===== src/rtl/bpsd_pkg.sv =====
package bpsd_pkg;
  localparam int CODE_W    = 5;
  localparam int NUM_CODES = 1 << CODE_W;
  localparam int MID       = NUM_CODES / 2;
  localparam int N_STAGE   = 3;
  localparam int LFSR_W    = 16;
  localparam logic [LFSR_W-1:0] LFSR_SEED = 16'hACE1;

  typedef logic [CODE_W-1:0] code_t;

  // Fibonacci form, taps 16,14,13,11 (maximal length)
  function automatic logic [LFSR_W-1:0] lfsr_step(input logic [LFSR_W-1:0] s);
    return {s[LFSR_W-2:0], s[15] ^ s[13] ^ s[12] ^ s[10]};
  endfunction
endpackage


===== src/rtl/bpsd_dither.sv =====
module bpsd_dither
  import bpsd_pkg::*;
#(
  parameter int DITH_W = 9,
  parameter int EW     = 24
) (
  input  logic                 clk,
  input  logic                 rst,
  input  logic                 adv,
  input  logic                 en,
  output logic signed [EW-1:0] dith
);
  localparam logic signed [EW-1:0] HALF =
    {{(EW-DITH_W){1'b0}}, 1'b1, {(DITH_W-1){1'b0}}};

  logic [LFSR_W-1:0]    lfsr_q;
  logic signed [EW-1:0] raw;

  always_ff @(posedge clk) begin
    if (rst)      lfsr_q <= LFSR_SEED;
    else if (adv) lfsr_q <= lfsr_step(lfsr_q);
  end

  assign raw  = {{(EW-DITH_W){1'b0}}, lfsr_q[DITH_W-1:0]};
  assign dith = en ? (raw - HALF) : '0;
endmodule


===== src/rtl/bpsd_stage.sv =====
module bpsd_stage #(
  parameter int ST_W = 20,
  parameter int EW   = 24
) (
  input  logic                   clk,
  input  logic                   rst,
  input  logic                   adv,
  input  logic signed [EW-1:0]   w,
  output logic signed [ST_W-1:0] s,
  output logic                   sat
);
  localparam logic signed [EW-1:0] ST_MAX = {{(EW-ST_W+1){1'b0}}, {(ST_W-1){1'b1}}};
  localparam logic signed [EW-1:0] ST_MIN = {{(EW-ST_W+1){1'b1}}, {(ST_W-1){1'b0}}};

  logic signed [ST_W-1:0] near_q, far_q;
  logic signed [EW-1:0]   sum;

  function automatic logic signed [ST_W-1:0] clip(input logic signed [EW-1:0] x);
    if (x > ST_MAX) return ST_MAX[ST_W-1:0];
    if (x < ST_MIN) return ST_MIN[ST_W-1:0];
    return x[ST_W-1:0];
  endfunction

  // -z^-2 integrator: state two samples on is the negated sum
  assign sum = -(EW'(far_q) + w);
  assign sat = (sum > ST_MAX) || (sum < ST_MIN);
  assign s   = far_q;

  always_ff @(posedge clk) begin
    if (rst) begin
      near_q <= '0;
      far_q  <= '0;
    end else if (adv) begin
      near_q <= clip(sum);
      far_q  <= near_q;
    end
  end
endmodule


===== src/rtl/bpsd_quant.sv =====
module bpsd_quant
  import bpsd_pkg::*;
#(
  parameter int EW      = 24,
  parameter int STEP_LG = 11
) (
  input  logic signed [EW-1:0] y,
  output code_t                code,
  output logic signed [EW-1:0] fb
);
  localparam logic signed [EW-1:0] RND = EW'(1) << (STEP_LG-1);
  localparam logic signed [EW-1:0] LO  = '0;
  localparam logic signed [EW-1:0] HI  = EW'(NUM_CODES-1);
  localparam logic signed [EW-1:0] MX  = EW'(MID);

  function automatic code_t q_code(input logic signed [EW-1:0] v);
    logic signed [EW-1:0] q;
    q = ((v + RND) >>> STEP_LG) + MX;
    if (q < LO) return '0;
    if (q > HI) return HI[CODE_W-1:0];
    return q[CODE_W-1:0];
  endfunction

  function automatic logic signed [EW-1:0] level(input code_t c);
    logic signed [EW-1:0] cx;
    cx = EW'({1'b0, c}) - MX;
    return cx <<< STEP_LG;
  endfunction

  assign code = q_code(y);
  assign fb   = level(code);
endmodule


===== src/rtl/bpsd_modulator.sv =====
module bpsd_modulator
  import bpsd_pkg::*;
#(
  parameter int IN_W   = 16,
  parameter int ST_W   = 20,
  parameter int DITH_W = 9,
  parameter int A1_SH  = 2,
  parameter int A2_SH  = 1,
  parameter int G_SH   = 5
) (
  input  logic                   clk,
  input  logic                   rst,
  input  logic                   in_valid,
  input  logic signed [IN_W-1:0] in_data,
  input  logic                   dith_en,
  output logic                   out_valid,
  output logic [CODE_W-1:0]      out_code,
  output logic                   ovf
);
  localparam int EW      = ST_W + 4;
  localparam int STEP_LG = IN_W - CODE_W;

  logic signed [ST_W-1:0] st    [N_STAGE];
  logic signed [EW-1:0]   sx    [N_STAGE];
  logic signed [EW-1:0]   w_vec [N_STAGE];
  logic [N_STAGE-1:0]     sat_vec;
  logic signed [EW-1:0]   u_ext, y, fb, dith_val;
  code_t                  q_code;
  logic                   sat_event;

  bpsd_dither #(.DITH_W(DITH_W), .EW(EW)) u_dith (
    .clk(clk), .rst(rst), .adv(in_valid), .en(dith_en), .dith(dith_val)
  );

  for (genvar k = 0; k < N_STAGE; k++) begin : g_stg
    bpsd_stage #(.ST_W(ST_W), .EW(EW)) u_stg (
      .clk(clk), .rst(rst), .adv(in_valid),
      .w(w_vec[k]), .s(st[k]), .sat(sat_vec[k])
    );
    assign sx[k] = EW'(st[k]);
  end

  assign u_ext = EW'(in_data);
  assign y     = sx[N_STAGE-1] + dith_val;

  bpsd_quant #(.EW(EW), .STEP_LG(STEP_LG)) u_quant (
    .y(y), .code(q_code), .fb(fb)
  );

  // prototype CRFB: integrator inputs with power-of-two coefficients
  always_comb begin
    w_vec[0] = (u_ext - fb) >>> A1_SH;
    w_vec[1] = ((sx[0] - fb) >>> A2_SH) - (sx[2] >>> G_SH);
    w_vec[2] = sx[1] - fb;
  end

  assign sat_event = in_valid & (|sat_vec);

  always_ff @(posedge clk) begin
    if (rst) begin
      out_code  <= code_t'(MID);
      out_valid <= 1'b0;
      ovf       <= 1'b0;
    end else begin
      out_valid <= in_valid;
      if (in_valid)  out_code <= q_code;
      if (sat_event) ovf      <= 1'b1;
    end
  end
endmodule


===== config.mk =====
export PLATFORM = sky130hd
export DESIGN_NAME = bpsd_modulator
export DESIGN_NICKNAME = d
export VERILOG_FILES = /design/src/rtl/bpsd_pkg.sv /design/src/rtl/bpsd_dither.sv /design/src/rtl/bpsd_stage.sv /design/src/rtl/bpsd_quant.sv /design/src/rtl/bpsd_modulator.sv
export SDC_FILE = /design/constraint.sdc
export NUM_CORES = 1
export LEC_CHECK = 0
export ABC_AREA = 1
export BUFFER_PORTS_ARGS = -buffer_cell sky130_fd_sc_hd__buf_2
export CORE_MARGIN = 2
export CORE_UTILIZATION = 40
export DETAILED_ROUTE_END_ITERATION = 6
export GPL_ROUTABILITY_DRIVEN = 0
export GPL_TIMING_DRIVEN = 0
export PLACE_DENSITY = 0.57
export REMOVE_ABC_BUFFERS = 1
export SLEW_MARGIN = 20
export SYNTH_ARGS = -nofsm -noshare
export SYNTH_HDL_FRONTEND = slang
export SYNTH_SLANG_ARGS = --single-unit

===== constraint.sdc =====
create_clock -name clk -period 18.15 [get_ports clk]
set_input_delay 5.445 -clock clk [delete_from_list [all_inputs] [get_ports clk]]
set_output_delay 5.445 -clock clk [all_outputs]
set_load 0.01 [all_outputs]

==> results_dict.tcl <==
set metrics [dict create \
    cts.clk_slew.worst_paths_ps 60 \
    p_int_w 0.00113 \
    numPortBuffers 24 \
    wirelength_mm 36.3 \
    p_per_area_nw_per_um2 168 \
    die_w_um 186 \
    clkPwrFrac_pct 15.5 \
    skew_ps 9.52 \
    die_y_um 186 \
    drive_above_1_share_pct 6.39 \
    cts_hold_buf 0 \
    drt_iter0_drc 969 \
    io_pins 27 \
    h-tree-depth 4 \
    setup_viol 0 \
    cts_tree "yes" \
    grt_antenna_before_repair 1 \
    wire_per_inst_um 14.2 \
    track_usage_pct 22.0 \
    rsz0062_at_grt "false" \
    insertedDiodeCount 0 \
    worstMarginPinSlew_ps 843 \
    route.detailed.drc 0 \
    power_frac_comb_pct 67.3 \
    final_cell_mix "503 x nand2_1, 322 x inv_1, 235 x nor2_1" \
    path_common_cell "nand2_1" \
    place_area_um2 13800 \
    hold_ws_ps 452 \
    criticalPathCategory "input pin to flip-flop" \
    finalCriticalPeriod_ps 13900 \
    cts-root-buf "clkbuf_16" \
    seq_area_frac_synth_pct 21.6 \
    finalSetupTns_ps 0 \
    final_common_cell "nand2_1" \
    synth_area_leaders "dfxtp_1 22%, nand2_1 14%, ha_1 12%" \
    worst_path_largest_cell_delay_ps 640 \
    fin_nets 2276 \
    cts_buffers 17 \
    synth_cell_types 46 \
    cts_sinks 143 \
    hold_path_class "flip-flop to flip-flop" \
    coreArea_um2 32600 \
    fmax_mhz 72.0 \
    synth_cells 2101 \
    vias 12800 \
    leakage_nw 7.33 \
    cp_data_arrival_time_ps 14240 \
    hold_viol 0 \
    final_core_util_pct 44.3 \
    fill_cells 3474 \
    grt_pass1_wl_mm 60.1 \
    clk-insertion-delay-late_ps 450 \
    slowest_stage "nor2_1" \
    critPathLaunchType "input pin" \
    relSlewSlack_pct 43.6 \
    dieArea_um2 34600 \
    final_antenna_net_count 0 \
    grt_max_degree 101 \
    syn_to_final_growth_pct 8.79 \
    synth-seq-cells 143 \
    maxCapViolations 0 \
    synth_flop_cell "dfxtp_1" \
    crit_fanout 17 \
    p_seq_share_pct 17.2 \
    synth_top_area_share_pct 21.6 \
    grt_pass1_vias 11700 \
    slew_viol_final 0 \
    drt_first_pass_iters 7 \
    rows 66 \
    p_sw_share_pct 53.4 \
    endpoint_kind "flip-flop" \
    status "finished clean" \
    syn_area_per_cell_um2 6.32 \
    async_reset_ff_share_pct 0 \
    period_share_pct 76.6 \
    synth_top_area_cell "dfxtp_1" \
    post_cts_resized 0 \
    dp_hpwl_mm 28.9 \
    floorplan.initialDensity_pct 40.7 \
    yosysWarnings 0 \
    routed_via_density 5.01 \
    p_switching_w 0.00129 \
    synth_edf_count 0 \
    syn_area_um2 13300 \
    post_cts_buffers 0 \
    design_area_um2 14400 \
    clock_path_buffers 2 \
    ir_worst_vdd_mv 0.112 \
    grt-ovfl-total 0 \
    required_ps 18490 \
]
[synth_stat cells, types with 3 or more instances]
cell      number
a21o_1         5
a21oi_1      160
a21oi_2        8
a31oi_1       18
and2_1         8
buf_6          5
clkbuf_1      39
dfxtp_1      143
fa_1          32
ha_1         124
inv_1        323
inv_2          8
nand2_1      503
nand2_2       16
nand3_1      137
nand3_2        7
nand3b_1      14
nand4_1       31
nor2_1       235
nor2_2        19
nor2_4         3
nor3_1        16
nor4_1         4
o21ai_0      161
o21bai_1       9
o31ai_1        3
or2_2          6
xnor2_1       23
xor2_1        21
[critical path: cells and delay by family]
kind / cells / cell delay, ps
buffers and inverters: 9 / 820
AND/OR/NAND/NOR: 35 / 4920
adder cells (fa/ha/maj): 6 / 2030
XOR/XNOR: 1 / 150
AO/OA/AOI/OAI: 4 / 850
[metal layers]
| metal | track usage, % | share of wire (%) |
|---|---|---|
| met1 | 31.2 | 50 |
| met2 | 33.7 | 42 |
| met3 | 4.54 | 5.6 |
| met4 | 6.68 | 2.5 |
| met5 | 0 | 0.028 |
[final cells by class]
class,count,area (um2),share of cell area [%]
inverters,333,1260,8.73
well taps,442,553,3.83
repair buffers,27,205,1.42
multi-input cells,1578,8930,61.9
flip-flops and latches,143,2860,19.8
clock buffers,21,470,3.26
clock inverters,11,150,1.04
[worst paths after layout]
check,start,to,slack (ps),cells after the start
setup / recovery,dith_en,g_stg[1].u_stg.near_q[17]$_SDFFE_PP0P_,4250,55
hold / removal,ovf$_SDFFE_PP0P_,ovf$_SDFFE_PP0P_,450,2
setup reg to reg,u_dith.lfsr_q[8]$_SDFFE_PP0P_,g_stg[1].u_stg.near_q[17]$_SDFFE_PP0P_,9130,53
hold reg to reg,ovf$_SDFFE_PP0P_,ovf$_SDFFE_PP0P_,450,2
[power groups by stage]
stage                     Clock (W)  Combinational, W  Sequential [W]
after CTS                  0.000383           0.00162        0.000418
after floorplan                   0           0.00125        0.000411
after detailed placement          0           0.00161        0.000425
after global routing       0.000399           0.00187        0.000426
after global placement            0           0.00159        0.000424
final                      0.000375           0.00163        0.000417
[sequential cells by signal (all words and copies together), names as in the netlist]
signal and count:
ovf 1, out_valid 1, g_stg.u_stg.s 60, g_stg.u_stg.near_q 60, u_dith.lfsr_q 16, out_code 5
[cell families (layout without fill, tap and decap cells)]
kind of cell               count (synthesis)  in the layout  synth area share, %
xor gates and xnor gates                  46             46                 3.15
and+or+nand+nor                         1003           1003                 32.5
adders and majority gates                156            156                 16.5
buffers and inverters                    380            392                 11.1
AOI/OAI and AO/OA                        373            373                 15.1
DFF                                      143            143                 21.6
[through the flow]
step	total power, W	cells	setup WS, ps
CTS	0.00242	2555	4340
detailed placement	0.00203	2523	3930
global placement	0.00201	2520	3930
global route	0.00269	2555	3260
floorplan	0.00166	2054	5870
finish	0.00242	2555	4250
Power figures use the tool's default switching activity.
